$ cat src/rtl/fbc_pkg.sv
package fbc_pkg;
    typedef enum logic [1:0] {
        FS_ARRAY  = 2'd0,
        FS_SETUP  = 2'd1,
        FS_SCAN   = 2'd2,
        FS_STATUS = 2'd3
    } fbc_state_t;

    localparam int CMD_W = 8;
    localparam logic [CMD_W-1:0] CMD_SETUP   = 8'hBC;
    localparam logic [CMD_W-1:0] CMD_CONFIRM = 8'hD0;
    localparam logic [CMD_W-1:0] CMD_CLEAR   = 8'h50;
    localparam logic [CMD_W-1:0] CMD_ARRAY   = 8'hFF;

    localparam int SR_READY = 7;
    localparam int SR_BLANK = 5;
    localparam int SR_SEQ   = 4;
endpackage

$ cat src/rtl/fbc_array.sv
module fbc_array #(
    parameter int DATA_W = 8,
    parameter int ADDR_W = 5
) (
    input  logic              clk,
    input  logic              ld_we,
    input  logic [ADDR_W-1:0] ld_addr,
    input  logic [DATA_W-1:0] ld_data,
    input  logic [ADDR_W-1:0] rd_addr_a,
    output logic [DATA_W-1:0] rd_data_a,
    input  logic [ADDR_W-1:0] rd_addr_b,
    output logic [DATA_W-1:0] rd_data_b
);
    localparam int NWORDS = 1 << ADDR_W;

    logic [DATA_W-1:0] mem [NWORDS];

    always_ff @(posedge clk) begin
        if (ld_we) mem[ld_addr] <= ld_data;
    end

    assign rd_data_a = mem[rd_addr_a];
    assign rd_data_b = mem[rd_addr_b];
endmodule

$ cat src/rtl/fbc_decode.sv
module fbc_decode #(
    parameter int DATA_W = 8
) (
    input  logic [DATA_W-1:0] wdata,
    output logic              is_setup,
    output logic              is_confirm,
    output logic              is_clear,
    output logic              is_array
);
    import fbc_pkg::*;

    logic [CMD_W-1:0] cmd;

    assign cmd        = wdata[CMD_W-1:0];
    assign is_setup   = (cmd == CMD_SETUP);
    assign is_confirm = (cmd == CMD_CONFIRM);
    assign is_clear   = (cmd == CMD_CLEAR);
    assign is_array   = (cmd == CMD_ARRAY);
endmodule

$ cat src/rtl/fbc_scan.sv
module fbc_scan #(
    parameter int BLK_AW = 3
) (
    input  logic              clk,
    input  logic              rst_n,
    input  logic              start,
    input  logic              run,
    output logic [BLK_AW-1:0] idx,
    output logic              last
);
    localparam logic [BLK_AW-1:0] LAST_IDX = {BLK_AW{1'b1}};

    always_ff @(posedge clk or negedge rst_n) begin
        if (!rst_n)     idx <= '0;
        else if (start) idx <= '0;
        else if (run)   idx <= idx + 1'b1;
    end

    assign last = (idx == LAST_IDX);

    AST_IDX_STEP: assert property (@(posedge clk) disable iff (!rst_n)
        (run && !start && !last) |=> (idx == $past(idx) + 1'b1));
endmodule

$ cat src/rtl/flash_blank_check.sv
module flash_blank_check #(
    parameter int DATA_W  = 8,
    parameter int BLK_AW  = 3,
    parameter int NBLK_AW = 2
) (
    input  logic                         clk,
    input  logic                         rst_n,
    input  logic                         bus_we,
    input  logic [NBLK_AW+BLK_AW-1:0]    bus_addr,
    input  logic [DATA_W-1:0]            bus_wdata,
    output logic [DATA_W-1:0]            bus_rdata,
    input  logic                         ld_we,
    input  logic [NBLK_AW+BLK_AW-1:0]    ld_addr,
    input  logic [DATA_W-1:0]            ld_data
);
    import fbc_pkg::*;

    localparam int ADDR_W = NBLK_AW + BLK_AW;

    fbc_state_t         state, nxt;
    logic [NBLK_AW-1:0] blk_q;
    logic               err_blank, err_seq;
    logic               is_setup, is_confirm, is_clear, is_array;
    logic [BLK_AW-1:0]  idx;
    logic               last;
    logic               scan_start, scan_run, confirm_ok, word_bad;
    logic [DATA_W-1:0]  arr_bus, arr_scan, status;
    logic [NBLK_AW-1:0] bus_blk;

    assign bus_blk = bus_addr[ADDR_W-1:BLK_AW];

    fbc_decode #(.DATA_W(DATA_W)) u_dec (
        .wdata(bus_wdata), .is_setup(is_setup), .is_confirm(is_confirm),
        .is_clear(is_clear), .is_array(is_array)
    );

    fbc_array #(.DATA_W(DATA_W), .ADDR_W(ADDR_W)) u_arr (
        .clk(clk), .ld_we(ld_we), .ld_addr(ld_addr), .ld_data(ld_data),
        .rd_addr_a(bus_addr), .rd_data_a(arr_bus),
        .rd_addr_b({blk_q, idx}), .rd_data_b(arr_scan)
    );

    fbc_scan #(.BLK_AW(BLK_AW)) u_scan (
        .clk(clk), .rst_n(rst_n), .start(scan_start), .run(scan_run),
        .idx(idx), .last(last)
    );

    assign confirm_ok = is_confirm && (bus_blk == blk_q);
    assign scan_start = (state == FS_SETUP) && bus_we && confirm_ok;
    assign scan_run   = (state == FS_SCAN);
    assign word_bad   = (arr_scan != {DATA_W{1'b1}});

    // State register
    always_ff @(posedge clk or negedge rst_n) begin
        if (!rst_n) state <= FS_ARRAY;
        else        state <= nxt;
    end

    // Next-state logic
    always_comb begin
        nxt = state;
        unique case (state)
            FS_ARRAY, FS_STATUS: begin
                if (bus_we && is_setup)      nxt = FS_SETUP;   // ARM
                else if (bus_we && is_array) nxt = FS_ARRAY;   // LEAVE
            end
            FS_SETUP: begin
                if (bus_we) nxt = confirm_ok ? FS_SCAN : FS_STATUS; // LAUNCH / REJECT
            end
            FS_SCAN: begin
                if (last) nxt = FS_STATUS;                     // FINISH
            end
        endcase
    end

    // Block latch and error bits
    always_ff @(posedge clk or negedge rst_n) begin
        if (!rst_n) begin
            blk_q     <= '0;
            err_blank <= 1'b0;
            err_seq   <= 1'b0;
        end else begin
            unique case (state)
                FS_ARRAY, FS_STATUS: begin
                    if (bus_we && is_setup) blk_q <= bus_blk;
                    if (bus_we && is_clear) begin
                        err_blank <= 1'b0;
                        err_seq   <= 1'b0;
                    end
                end
                FS_SETUP: begin
                    if (bus_we && !confirm_ok) begin
                        err_blank <= 1'b1;
                        err_seq   <= 1'b1;
                    end
                end
                FS_SCAN: begin
                    if (word_bad) err_blank <= 1'b1;
                end
            endcase
        end
    end

    // Outputs
    always_comb begin
        status           = '0;
        status[SR_READY] = (state != FS_SCAN);
        status[SR_BLANK] = err_blank;
        status[SR_SEQ]   = err_seq;
        bus_rdata        = (state == FS_ARRAY) ? arr_bus : status;
    end

    AST_SCAN_HOLD: assert property (@(posedge clk) disable iff (!rst_n)
        (state == FS_SCAN && !last) |=> (state == FS_SCAN));
    AST_SCAN_DONE: assert property (@(posedge clk) disable iff (!rst_n)
        (state == FS_SCAN && last) |=> (state == FS_STATUS && bus_rdata[SR_READY]));
    AST_BAD_WORD: assert property (@(posedge clk) disable iff (!rst_n)
        (state == FS_SCAN && word_bad) |=> err_blank);
    AST_SEQ_REJECT: assert property (@(posedge clk) disable iff (!rst_n)
        (state == FS_SETUP && bus_we && !confirm_ok) |=> (state == FS_STATUS && err_seq && err_blank));
    AST_BLK_FROZEN: assert property (@(posedge clk) disable iff (!rst_n)
        (state == FS_SCAN) |=> $stable(blk_q));
    AST_CLEAR: assert property (@(posedge clk) disable iff (!rst_n)
        ((state == FS_ARRAY || state == FS_STATUS) && bus_we && is_clear) |=> (!err_blank && !err_seq));
endmodule

$ cat config.mk
export PLATFORM = sky130hd
export DESIGN_NAME = flash_blank_check
export DESIGN_NICKNAME = d
export VERILOG_FILES = /design/src/rtl/fbc_pkg.sv /design/src/rtl/fbc_array.sv /design/src/rtl/fbc_decode.sv /design/src/rtl/fbc_scan.sv /design/src/rtl/flash_blank_check.sv
export SDC_FILE = /design/constraint.sdc
export NUM_CORES = 1
export LEC_CHECK = 0
export BUFFER_PORTS_ARGS = -buffer_cell sky130_fd_sc_hd__buf_2
export CAP_MARGIN = 20
export CORE_MARGIN = 2
export CORE_UTILIZATION = 55
export DETAILED_ROUTE_END_ITERATION = 8
export PLACE_DENSITY = 0.74
export RECOVER_POWER = 100
export SLEW_MARGIN = 20
export SYNTH_ARGS = -nofsm -noshare
export SYNTH_HDL_FRONTEND = slang
export SYNTH_HIERARCHICAL = 1
export SYNTH_SLANG_ARGS = --single-unit
$ cat constraint.sdc
create_clock -name clk -period 3.8 [get_ports clk]
set_input_delay 0.19 -clock clk [delete_from_list [all_inputs] [get_ports clk]]
set_output_delay 0.19 -clock clk [all_outputs]
set_load 0.02 [all_outputs]
=== Word-level counts from Yosys, hierarchy flattened ===
Memories as Yosys holds them, arrays and structs flattened.
Cells that the tools add are included.
W data, S select, Z words.

* $add $sub $neg: 1
* Eq/ne operators: 17
* Multiplexer cells: 16
* Reductions and logical operators: 16

{| class="wikitable"
|+ Operator list
! operator !! number
|-
| $eq A8 B8 Y1 const B || 3
|-
| $reduce_and A3 Y1 || 3
|-
| $eq A8 B7 Y1 const B || 1
|-
| $mux W2 || 4
|-
| $mux W8 || 1
|-
| $ne A2 B2 Y1 const B || 4
|-
| $ne A8 B8 Y1 const B || 1
|-
| $logic_and A1 B1 Y1 || 7
|-
| $mux W1 || 6
|-
| $mux W3 || 2
|-
| $pmux W2 S3 || 1
|-
| $eq A2 B2 Y1 const B || 2
|-
| $ne A2 B1 Y1 const B || 2
|-
| $reduce_bool A2 Y1 || 2
|-
| $add A3 B1 Y3 const B || 1
|-
| $eq A3 B3 Y1 const B || 1
|-
| $ne A3 B3 Y1 const B || 1
|-
| $pmux W1 S3 || 1
|-
| $eq A2 B1 Y1 const B || 1
|-
| $eq A2 B2 Y1 || 1
|-
| $logic_not A2 Y1 || 1
|-
| $pmux W1 S2 || 1
|-
| $reduce_and A2 Y1 || 1
|-
| $reduce_or A2 Y1 || 1
|-
| $logic_not A1 Y1 || 1
|}

* Bits in registers: 9
* Bits in writable memories: 256
* Input bits: 30
* Output and inout port bits: 8
* Logic and storage cells: 56
* Memories: 1

{| class="wikitable"
|+ Memories
! memory !! words !! width !! rd ports !! clocked after memory_dff !! write ports !! RTL line !! text
|-
| u_arr.mem || 32 || 8 || 2 || 0 || 1 || fbc_array.sv:16 || <nowiki>logic [DATA_W-1:0] mem [NWORDS];</nowiki>
|}

=== Logic depth before layout (Yosys ltp) ===
Gate-level depths: netlist (run 1).

* Depth after elaboration: 6
* Mapped depth: 9

=== Hierarchy ===
The synthesis (run 1) kept the hierarchy.

{| class="wikitable"
|+ By module, submodules not included
! module !! times used !! cells an instance !! area each (um2) !! seq. area each (um2)
|-
| fbc_array || 1 || 516 || 11887.7 || 7687.4
|-
| flash_blank_check || 1 || 56 || 496.7 || 150.1
|-
| fbc_scan || 1 || 11 || 140.1 || 75.1
|-
| fbc_decode || 1 || 10 || 60.1 || 0.0
|}

=== Worst setup path after synthesis (run 1) ===
OpenSTA, ideal clock, no wires.

* Path type: reg-to-reg
* Start point: register u_scan.idx[1]
* End point: register err_blank
* Library setup time: 0.067 ns
* Arrival: 2.613 ns
* Required time: 3.733 ns
* Path slack: 1.120 ns
* Cell stages (with the launch flop): 10
* Clock period less this slack: 2.680 ns
* Cells stage by stage: dfrtp_1 -> clkbuf_1 -> buf_1 -> mux4_2 -> mux4_2 -> mux2_2 -> nand4_1 -> nor3_1 -> a2111oi_2 -> nand2b_1

* Longest elaborated chain between the ends: 4

{| class="wikitable"
|+ Ends and longest elaborated chain
! element !! RTL line !! text
|-
| start, declared || fbc_scan.sv:8 || <nowiki>output logic [BLK_AW-1:0] idx,</nowiki>
|-
| start signal, assigned || fbc_scan.sv:16 || <nowiki>else if (run) idx <= idx + 1'b1;</nowiki>
|-
| $mem_v2 Z32 W8 || -- ||
|-
| net arr_scan[4] || flash_blank_check.sv:27 || <nowiki>logic [DATA_W-1:0] arr_bus, arr_scan, status;</nowiki>
|-
| $ne A8 B8 Y1 || flash_blank_check.sv:51 || <nowiki>assign word_bad = (arr_scan != {DATA_W{1'b1}});</nowiki>
|-
| $ne A2 B1 Y1 (no line) || -- ||
|-
| $reduce_and A3 Y1 (no line) || -- ||
|-
| end signal, assigned || flash_blank_check.sv:80 || <nowiki>err_blank <= 1'b0;</nowiki>
|-
| end signal, assigned || flash_blank_check.sv:87 || <nowiki>err_blank <= 1'b0;</nowiki>
|-
| end signal, assigned || flash_blank_check.sv:93 || <nowiki>err_blank <= 1'b1;</nowiki>
|-
| end, declared || flash_blank_check.sv:22 || <nowiki>logic err_blank, err_seq;</nowiki>
|}

The timed path passes the listed nets, and every way through them passes these cells.
A chain may end at the register's enable or synchronous reset.

=== Worst setup path in the final report (run 1) ===
* Start point: input bus_addr[1]
* End point: output bus_rdata[7]

* Longest elaborated chain between the ends: 2

{| class="wikitable"
|+ Ends and longest elaborated chain
! element !! RTL line !! text
|-
| start, declared || flash_blank_check.sv:9 || <nowiki>input logic [NBLK_AW+BLK_AW-1:0] bus_addr,</nowiki>
|-
| $mem_v2 Z32 W8 || -- ||
|-
| net arr_bus[7] || flash_blank_check.sv:27 ||
|-
| $mux W8 || flash_blank_check.sv:110 || <nowiki>bus_rdata = (state == FS_ARRAY) ? arr_bus : status;</nowiki>
|-
| end, declared || flash_blank_check.sv:11 || <nowiki>output logic [DATA_W-1:0] bus_rdata,</nowiki>
|}

The timed path passes the listed nets, and every way through them passes these cells.

==> metrics.txt, run 1 <==
# TYPE chip_impl_metric gauge
chip_impl_info{name="outcome",value="complete, no violations"} 1
chip_impl_info{name="grt_busiest_layer",value="met2"} 1
chip_impl_info{name="worstPathCellList",value="clkbuf_2, buf_4, mux4_2, mux4_2, mux2_2, nand2_1, o21ai_0, clkbuf_1"} 1
chip_impl_metric{name="detailedRoute.firstIterationViolations",unit=""} 893
chip_impl_metric{name="synth.yosys.seq_area_share",unit=""} 0.629
chip_impl_info{name="path_delay_family",value="buffers and inverters"} 1
chip_impl_info{name="timing.critical_path.from_type",value="input port"} 1
chip_impl_info{name="cts_root_buffer",value="sky130_fd_sc_hd__clkbuf_16"} 1
chip_impl_metric{name="yosys.area_share.simple",unit=""} 0.0323
chip_impl_metric{name="place_hpwl",unit="um"} 19200
chip_impl_metric{name="final_number_of_setup_violating_endpoints",unit=""} 0
chip_impl_metric{name="layout.area.seq",unit="mm2"} 0.00792
chip_impl_metric{name="least_margin_pin_slew",unit="ns"} 1.44
chip_impl_metric{name="drive_gt1_frac",unit=""} 0.402
chip_impl_metric{name="rows",unit=""} 55
chip_impl_metric{name="remaining_drc_errors",unit=""} 0
chip_impl_metric{name="post_synth_instance_area",unit="mm2"} 0.0126
chip_impl_metric{name="placedInstanceArea",unit="mm2"} 0.0131
chip_impl_metric{name="die_area",unit="mm2"} 0.0241
chip_impl_metric{name="power_density_normalized_to_cell_area",unit="mW/mm2"} 595
chip_impl_metric{name="syn_area_per_cell",unit="um2"} 21.2
chip_impl_metric{name="synthAdderAreaFrac",unit=""} 0.00497
chip_impl_metric{name="synth_edf_count",unit=""} 256
chip_impl_info{name="timing_worst_setup_path_type",value="input port to output pin"} 1
chip_impl_metric{name="coreArea",unit="mm2"} 0.0226
chip_impl_metric{name="multi_input_comb_area",unit="mm2"} 0.00445
chip_impl_metric{name="cts-buffers-inserted",unit=""} 27
chip_impl_metric{name="ir_worst_vdd",unit="uV"} 318
chip_impl_metric{name="max_freq",unit="GHz"} 0.304
chip_impl_metric{name="filler_cell_count",unit=""} 1551
chip_impl_metric{name="crit_path_max_fanout",unit=""} 25
chip_impl_metric{name="power_leakage",unit="nW"} 4.42
chip_impl_metric{name="boundaryPins",unit=""} 38
chip_impl_info{name="rr_startpoint",value="u_scan/idx[0]"} 1
chip_impl_info{name="cpMostUsedCell",value="sky130_fd_sc_hd__mux4_2"} 1
chip_impl_metric{name="clockBufferDepth",unit=""} 3
chip_impl_metric{name="floorplan.die.height",unit="um"} 155
chip_impl_metric{name="final_hold_viol_count",unit=""} 0
chip_impl_info{name="hold_class",value="input port to asynchronous set/reset pin"} 1
chip_impl_metric{name="grt_overflow_total",unit=""} 0
chip_impl_metric{name="fin_skew",unit="ns"} 0.00831
chip_impl_metric{name="final_cell_area",unit="mm2"} 0.0141
chip_impl_metric{name="min_period",unit="ns"} 3.28
chip_impl_metric{name="netlist_instances",unit=""} 593
chip_impl_metric{name="worstSkewPairLatency",unit="ns"} 0.53
chip_impl_metric{name="number_of_gates_resized_after_cts",unit=""} 0
chip_impl_metric{name="post_route_setup_tns",unit="ns"} 0
chip_impl_metric{name="synth_warnings",unit=""} 6
chip_impl_metric{name="global_route_wire_length_before_repair",unit="um"} 44800
chip_impl_metric{name="async_flop_share",unit=""} 0.0340
chip_impl_metric{name="max_slew_margin",unit=""} 0.0422
chip_impl_metric{name="place_congestion",unit=""} 0.843
chip_impl_metric{name="grt_util_met2",unit=""} 0.411
chip_impl_metric{name="antenna_left",unit=""} 0
chip_impl_metric{name="drv.max_cap_violation_count",unit=""} 0
chip_impl_metric{name="finalMaxSlewViolations",unit=""} 0
chip_impl_metric{name="required_time_at_the_endpoint_of_the_critical_path",unit="ns"} 3.61
chip_impl_metric{name="die-width",unit="um"} 155
chip_impl_metric{name="seq_cells_post_synth",unit=""} 265
chip_impl_metric{name="grt_max_degree",unit=""} 39
chip_impl_info{name="setup_repair_after_global_routing_missed_its_margin",value="false"} 1
chip_impl_metric{name="route.vias.total",unit=""} 6702
chip_impl_metric{name="place.port_buffers",unit=""} 37
chip_impl_metric{name="total_power",unit="mW"} 8.37
chip_impl_metric{name="post_synth_mux_area_share",unit=""} 0.306
chip_impl_metric{name="cts.reportedPaths.clkPinSlew",unit="ns"} 0.07
chip_impl_metric{name="synth_compound_area_frac",unit=""} 0.00825
chip_impl_info{name="critical_path.reg2reg.endpoint",value="err_blank"} 1
chip_impl_metric{name="post-route-period-util",unit=""} 0.864
chip_impl_metric{name="gr-usage-met3",unit=""} 0.0591
chip_impl_metric{name="nNetsFinal",unit=""} 674
chip_impl_metric{name="post_synth_num_cell_types",unit=""} 39
chip_impl_info{name="critPathLaunch",value="bus_addr[1]"} 1
chip_impl_info{name="main_combinational_cell_family_by_area_after_synthesis",value="multiplexers"} 1
chip_impl_metric{name="antenna_cells",unit=""} 0
chip_impl_metric{name="wl",unit="um"} 30200
chip_impl_metric{name="met1_usage",unit=""} 0.370
chip_impl_metric{name="area.growth.synth_to_final",unit="%"} 11.7
chip_impl_metric{name="drt-wirelength-per-cell",unit="um"} 32.0
chip_impl_metric{name="globalRouteTotalUtil",unit=""} 0.258
chip_impl_metric{name="r2r_cells",unit=""} 8
chip_impl_metric{name="worst_slack_on_hold_paths",unit="ns"} 0.146
chip_impl_metric{name="avgViaCountPerCell",unit=""} 7.10
chip_impl_metric{name="initial_core_util",unit=""} 0.558
chip_impl_metric{name="critPathArrivalTime",unit="ns"} 3.09
chip_impl_info{name="tritoncts",value="done"} 1
chip_impl_metric{name="numClockSinks",unit=""} 265
chip_impl_metric{name="drt_pass1_iterations",unit=""} 5
chip_impl_metric{name="postSynthNetCount",unit=""} 628
chip_impl_metric{name="critical_path.n_buffers_inverters",unit=""} 3
chip_impl_info{name="critical_path.endpoint_type",value="output pin"} 1
chip_impl_metric{name="cp_slowest_stage_delay",unit="ns"} 0.76
chip_impl_metric{name="yosys.area_share.xor_xnor",unit=""} 0.00209
chip_impl_info{name="crit_slowest_cell",value="sky130_fd_sc_hd__clkbuf_2"} 1
chip_impl_info{name="synth_top_flop_cell",value="sky130_fd_sc_hd__edfxtp_1"} 1
chip_impl_metric{name="htree_num_levels",unit=""} 1
chip_impl_info{name="worst_setup_path_endpoint",value="bus_rdata[7]"} 1
chip_impl_metric{name="initial_antenna_violation_count",unit=""} 1
chip_impl_metric{name="grt_pass1_vias",unit=""} 6847
chip_impl_metric{name="ff2ff_setup_slack",unit="ns"} 0.56
chip_impl_metric{name="crit_cells",unit=""} 8
[kinds of logic after synthesis]
logic type | after synthesis
simple gates | 82
mux | 182
xor+xnor | 3
buf+inv | 43
flops | 265
fa+ha+maj | 5
compound gates | 13
[per-layer routing]
metal | share of wire | vias up
li1 | - | 2676
met1 | 0.39 | 3588
met2 | 0.49 | 375
met3 | 0.090 | 61
met4 | 0.026 | 2
met5 | 0.00043 | -
[state kept, by name, summed over array words and instances (netlist names)]
register	cells
state	2
u_scan/idx	3
err_seq	1
u_arr/mem	256
err_blank	1
blk_q	2
[where the power goes]
| part | internal [mW] | total, mW | switching (mW) |
|---|---|---|---|
| combinational | 1.15 | 2.05 | 0.907 |
| clock | 1.78 | 2.91 | 1.13 |
| sequential | 3.27 | 3.40 | 0.128 |
| total | 6.20 | 8.37 | 2.16 |
[metrics by stage]
step                      setup WS [ns]  cells   util
after floorplan                    1.12    593      -
after global placement            0.785    890  0.579
after detailed placement          0.736    892  0.581
after CTS                         0.694    943  0.625
after global routing              0.313    944  0.623
final                             0.515    944  0.623
[final cells by class]
type / instances / share of cell area
inverter: 4 / 0.00107
clock buffer: 29 / 0.0486
multi-input combinational: 285 / 0.316
clock inverter: 20 / 0.0207
sequential: 265 / 0.563
tap: 285 / 0.0254
timing repair buffer: 56 / 0.0249
[worst min-delay path by stage]
stage / end / slack [ns] / cells after the start
after CTS: state[0] / 0.04 / 2
after global routing: blk_q[0] / 0.15 / 2
after detailed placement: state[0] / 0.06 / 1
after floorplan: blk_q[0] / -0.11 / 0
final: blk_q[0] / 0.15 / 2
after global placement: state[1] / 0.06 / 1
[what timing repair did]
item,in CTS,in global routing
hold buffers,2,0
endpoints found under the hold margin,10,0
setup buffers,0,0
[worst register-to-register path: cells and delay by family (launching register included)]
kind,cells,cell delay [ns]
buffers and inverters,1,0.46
AOI/OAI and AO/OA,1,0.32
DFF,1,0.68
and+or+nand+nor,3,0.37
muxes,3,1.36
[layout by cell type (no fill, tap or decap), drive strengths merged]
cell type and n:
a2111oi 1, a21boi 1, a2bb2oi 1, a32o 1
and2 6, buf 34, bufinv 7, clkbuf 49
clkinv 8, clkinvlp 4, dfrtp 9, dlygate4sd3 2
edfxtp 256, ha 5, inv 5, mux2 20
mux2i 2, mux4 160, nand2 8, nand2b 6
nand3 4, nand3b 5, nand4 2, nor2 37
nor2b 1, nor3 5, nor4 3, o211ai 2
o21a 1, o21ai 3, o22a 1, o31a 1
o31ai 1, or3 1, or3b 3, or4b 1
xnor2 1, xor2 2
[synthesized netlist by cell type, types with 5 or more instances]
| cell type | count | area share |
|---|---|---|
| sky130_fd_sc_hd__mux4_2 | 160 | 0.29 |
| sky130_fd_sc_hd__dfrtp_1 | 9 | 0.018 |
| sky130_fd_sc_hd__nand3b_1 | 5 | 0.0030 |
| sky130_fd_sc_hd__mux2_2 | 18 | 0.016 |
| sky130_fd_sc_hd__nand2b_1 | 6 | 0.0030 |
| sky130_fd_sc_hd__buf_4 | 12 | 0.0072 |
| sky130_fd_sc_hd__and2_1 | 6 | 0.0030 |
| sky130_fd_sc_hd__nor2_1 | 37 | 0.011 |
| sky130_fd_sc_hd__buf_1 | 16 | 0.0048 |
| sky130_fd_sc_hd__ha_1 | 5 | 0.0050 |
| sky130_fd_sc_hd__clkbuf_1 | 7 | 0.0021 |
| sky130_fd_sc_hd__edfxtp_1 | 256 | 0.61 |
| sky130_fd_sc_hd__nor3_1 | 5 | 0.0020 |
| sky130_fd_sc_hd__nand2_1 | 8 | 0.0024 |
(Power assumes the default switching activity.)
==> run 2, diff against run 1 <==
SKIP_CTS_REPAIR_TIMING = 1   (was not set)
clock period = 4 ns   (was 3.8 ns; I/O delays follow)
==> run 2 against run 1 <==
- clock power fell by 4%
- wire length decreased by 0.88%
- worst hold slack got worse by 0.14 ns
- first-iteration DRC count shrank 26%
- final cell count is 0.21% higher
- largest cell class unchanged
- register-to-register slack better by 0.11 ns
- sequential share of layout area up 0.065 points
- largest power group unchanged
- combinational power fell by 6%
- core utilization is 0.072 points lower
- non-clock buffer count up 1
- die area unchanged
- clock-buffer cell count down 2
==> metrics.txt, run 2 (same netlist as run 1, synthesis figures left out) <==
# TYPE chip_impl_metric gauge
chip_impl_info{name="grt_busiest_layer",value="met2"} 1
chip_impl_metric{name="place_congestion",unit=""} 0.845
chip_impl_metric{name="die-width",unit="um"} 155
chip_impl_metric{name="gr-usage-met3",unit=""} 0.0599
chip_impl_metric{name="critPathArrivalTime",unit="ns"} 3.23
chip_impl_metric{name="grt_overflow_total",unit=""} 0
chip_impl_metric{name="p_seq_frac",unit=""} 0.407
chip_impl_metric{name="critical_path.n_buffers_inverters",unit=""} 3
chip_impl_metric{name="floorplan.die.height",unit="um"} 155
chip_impl_metric{name="drt_pass1_iterations",unit=""} 5
chip_impl_metric{name="final_hold_viol_count",unit=""} 0
chip_impl_metric{name="global_route_wire_length_before_repair",unit="um"} 44100
chip_impl_metric{name="max_freq",unit="GHz"} 0.292
chip_impl_metric{name="initial_core_util",unit=""} 0.558
chip_impl_metric{name="drv.max_cap_violation_count",unit=""} 0
chip_impl_info{name="timing.critical_path.from_type",value="input port"} 1
chip_impl_metric{name="post-route-period-util",unit=""} 0.857
chip_impl_metric{name="worstSkewPairLatency",unit="ns"} 0.54
chip_impl_metric{name="avgViaCountPerCell",unit=""} 7.01
chip_impl_metric{name="grt_max_degree",unit=""} 49
chip_impl_metric{name="placedInstanceArea",unit="mm2"} 0.0131
chip_impl_metric{name="coreArea",unit="mm2"} 0.0226
chip_impl_info{name="tritoncts",value="done"} 1
chip_impl_metric{name="least_margin_pin_slew",unit="ns"} 1.29
chip_impl_metric{name="boundaryPins",unit=""} 38
chip_impl_metric{name="power_leakage",unit="nW"} 4.40
chip_impl_info{name="setup_repair_after_global_routing_missed_its_margin",value="false"} 1
chip_impl_info{name="reg.largest.list",value="u_arr/mem (256), u_scan/idx (3)"} 1
chip_impl_metric{name="met1_usage",unit=""} 0.365
chip_impl_metric{name="fin_skew",unit="ns"} 0.00760
chip_impl_info{name="cts_root_buffer",value="sky130_fd_sc_hd__clkbuf_16"} 1
chip_impl_metric{name="finalMaxSlewViolations",unit=""} 0
chip_impl_metric{name="numClockSinks",unit=""} 265
chip_impl_metric{name="area.growth.synth_to_final",unit="%"} 11.6
chip_impl_metric{name="detailedRoute.firstIterationViolations",unit=""} 662
chip_impl_metric{name="route.vias.total",unit=""} 6632
chip_impl_metric{name="place.port_buffers",unit=""} 37
chip_impl_metric{name="cts-buffers-inserted",unit=""} 27
chip_impl_metric{name="drt-wirelength-per-cell",unit="um"} 31.6
chip_impl_metric{name="postLayoutSetupSlackWorst",unit="ns"} 0.572
chip_impl_info{name="timing_worst_setup_path_type",value="input port to output pin"} 1
chip_impl_info{name="mostFrequentLayoutCell",value="sky130_fd_sc_hd__edfxtp_1"} 1
chip_impl_metric{name="min_period",unit="ns"} 3.43
chip_impl_metric{name="total_power",unit="mW"} 7.93
chip_impl_metric{name="antenna_left",unit=""} 0
chip_impl_metric{name="final_cell_area",unit="mm2"} 0.0140
chip_impl_info{name="path_delay_family",value="multiplexers"} 1
chip_impl_metric{name="grt_pass1_vias",unit=""} 6887
chip_impl_metric{name="nNetsFinal",unit=""} 675
chip_impl_metric{name="place_hpwl",unit="um"} 18900
chip_impl_metric{name="filler_cell_count",unit=""} 1518
chip_impl_metric{name="power_frac_comb",unit=""} 0.242
chip_impl_metric{name="max_slew_margin",unit=""} 0.142
chip_impl_metric{name="detailedPlace.worstSlack",unit="ns"} 0.937
chip_impl_metric{name="power.share.clock",unit=""} 0.351
chip_impl_info{name="crit_slowest_cell",value="sky130_fd_sc_hd__clkbuf_2"} 1
chip_impl_info{name="critical_path.endpoint_type",value="output pin"} 1
chip_impl_metric{name="cp_slowest_stage_delay",unit="ns"} 0.62
chip_impl_metric{name="post_route_setup_tns",unit="ns"} 0
chip_impl_metric{name="switching_share",unit=""} 0.253
chip_impl_metric{name="crit_path_max_fanout",unit=""} 31
chip_impl_metric{name="htree_num_levels",unit=""} 1
chip_impl_metric{name="die_area",unit="mm2"} 0.0241
chip_impl_info{name="worstPathCellList",value="buf_4, clkbuf_2, mux4_2, mux4_2, mux2_1, nand2_1, o21ai_0, buf_2"} 1
chip_impl_metric{name="drive_gt1_frac",unit=""} 0.388
chip_impl_info{name="registers.top_by_ff_count",value="u_arr/mem"} 1
chip_impl_metric{name="initial_antenna_violation_count",unit=""} 2
chip_impl_metric{name="rows",unit=""} 55
chip_impl_metric{name="grt_util_met2",unit=""} 0.404
chip_impl_metric{name="ir_worst_vdd",unit="uV"} 324
chip_impl_metric{name="wl",unit="um"} 29900
chip_impl_metric{name="remaining_drc_errors",unit=""} 0
chip_impl_metric{name="clockBufferDepth",unit=""} 3
chip_impl_metric{name="globalRouteTotalUtil",unit=""} 0.257
chip_impl_metric{name="cell_internal_pwr",unit="mW"} 5.92
chip_impl_metric{name="net_switching_component_of_the_power",unit="mW"} 2.01
chip_impl_info{name="hold_class",value="input port to flip-flop"} 1
chip_impl_metric{name="final_number_of_setup_violating_endpoints",unit=""} 0
chip_impl_metric{name="cts.reportedPaths.clkPinSlew",unit="ns"} 0.06
chip_impl_metric{name="number_of_flip_flops_under_the_largest_register_name",unit=""} 256
chip_impl_info{name="outcome",value="complete, no violations"} 1
chip_impl_info{name="cpMostUsedCell",value="sky130_fd_sc_hd__mux4_2"} 1
chip_impl_info{name="layout_common_cells",value="sky130_fd_sc_hd__edfxtp_1, sky130_fd_sc_hd__mux4_2, sky130_fd_sc_hd__nor2_1"} 1
chip_impl_metric{name="required_time_at_the_endpoint_of_the_critical_path",unit="ns"} 3.80
chip_impl_metric{name="power_density_normalized_to_cell_area",unit="mW/mm2"} 565
run 2: cell types whose count changed in the layout (fill, tap and decap cells not counted), sizes merged:
cell and delta:
buf -4, bufinv +1, clkbuf +4, clkinv +1, diode +1, dlygate4sd3 -1
run 2: power groups by stage:
stage          Sequential [mW]  Combinational (mW)  Clock, mW
5_1_grt                   3.24                2.03       2.93
4_1_cts                   3.23                1.96       2.82
2_1_floorplan             3.19                1.57          0
6_report                  3.22                1.92       2.79
3_3_place_gp              3.28                1.92          0
3_5_place_dp              3.29                1.96          0
run 2: metrics by stage:
stage	hold WS (ns)	util	instances
finish	0.00778	0.622	946
global route	0.0460	0.622	945
CTS	-0.498	0.626	943
detailed placement	0.0652	0.581	894
global placement	0.0640	0.581	894
floorplan	-0.0956	-	593
run 2: layout make-up:
cell class                 instances  area [um2]  share of cell area
clock buffer                      27         676              0.0481
timing repair buffer              57         317              0.0225
multi-input combinational        285        4440               0.316
inverter                           4        15.0             0.00107
antenna                            1        2.50            0.000178
tap                              285         357              0.0254
sequential                       265        7920               0.564
clock inverter                    22         320              0.0228
run 2: final timing paths:
check | start | cells past startpoint | end | slack [ns]
max | bus_addr[1] | 8 | bus_rdata[7] | 0.57
min | bus_we | 3 | state[0] | 0.008
max reg2reg | u_scan/idx[2] | 7 | err_blank | 0.67
min reg2reg | err_seq | 1 | err_seq | 0.53
max in group asynchronous | rst_n | 2 | u_scan/idx[0] | 3.48
min in group asynchronous | rst_n | 2 | state[1] | 0.14
run 2: worst register-to-register path: stages, from the launching register on:
cell,delay (ns)
sky130_fd_sc_hd__dfrtp_1,0.81
sky130_fd_sc_hd__clkbuf_1,0.82
sky130_fd_sc_hd__mux4_2,0.62
sky130_fd_sc_hd__mux2_2,0.29
sky130_fd_sc_hd__nand4_1,0.14
sky130_fd_sc_hd__nor3_1,0.08
sky130_fd_sc_hd__a2111oi_0,0.35
sky130_fd_sc_hd__nand2b_1,0.15
run 2: layer usage:
metal  part of all wire  vias up  wire length (um)
met5            0.00027        -                 8
met4              0.029        2               853
met2               0.49      362             14600
li1                   -     2679                 -
met3              0.093       46              2780
met1               0.39     3543             11700
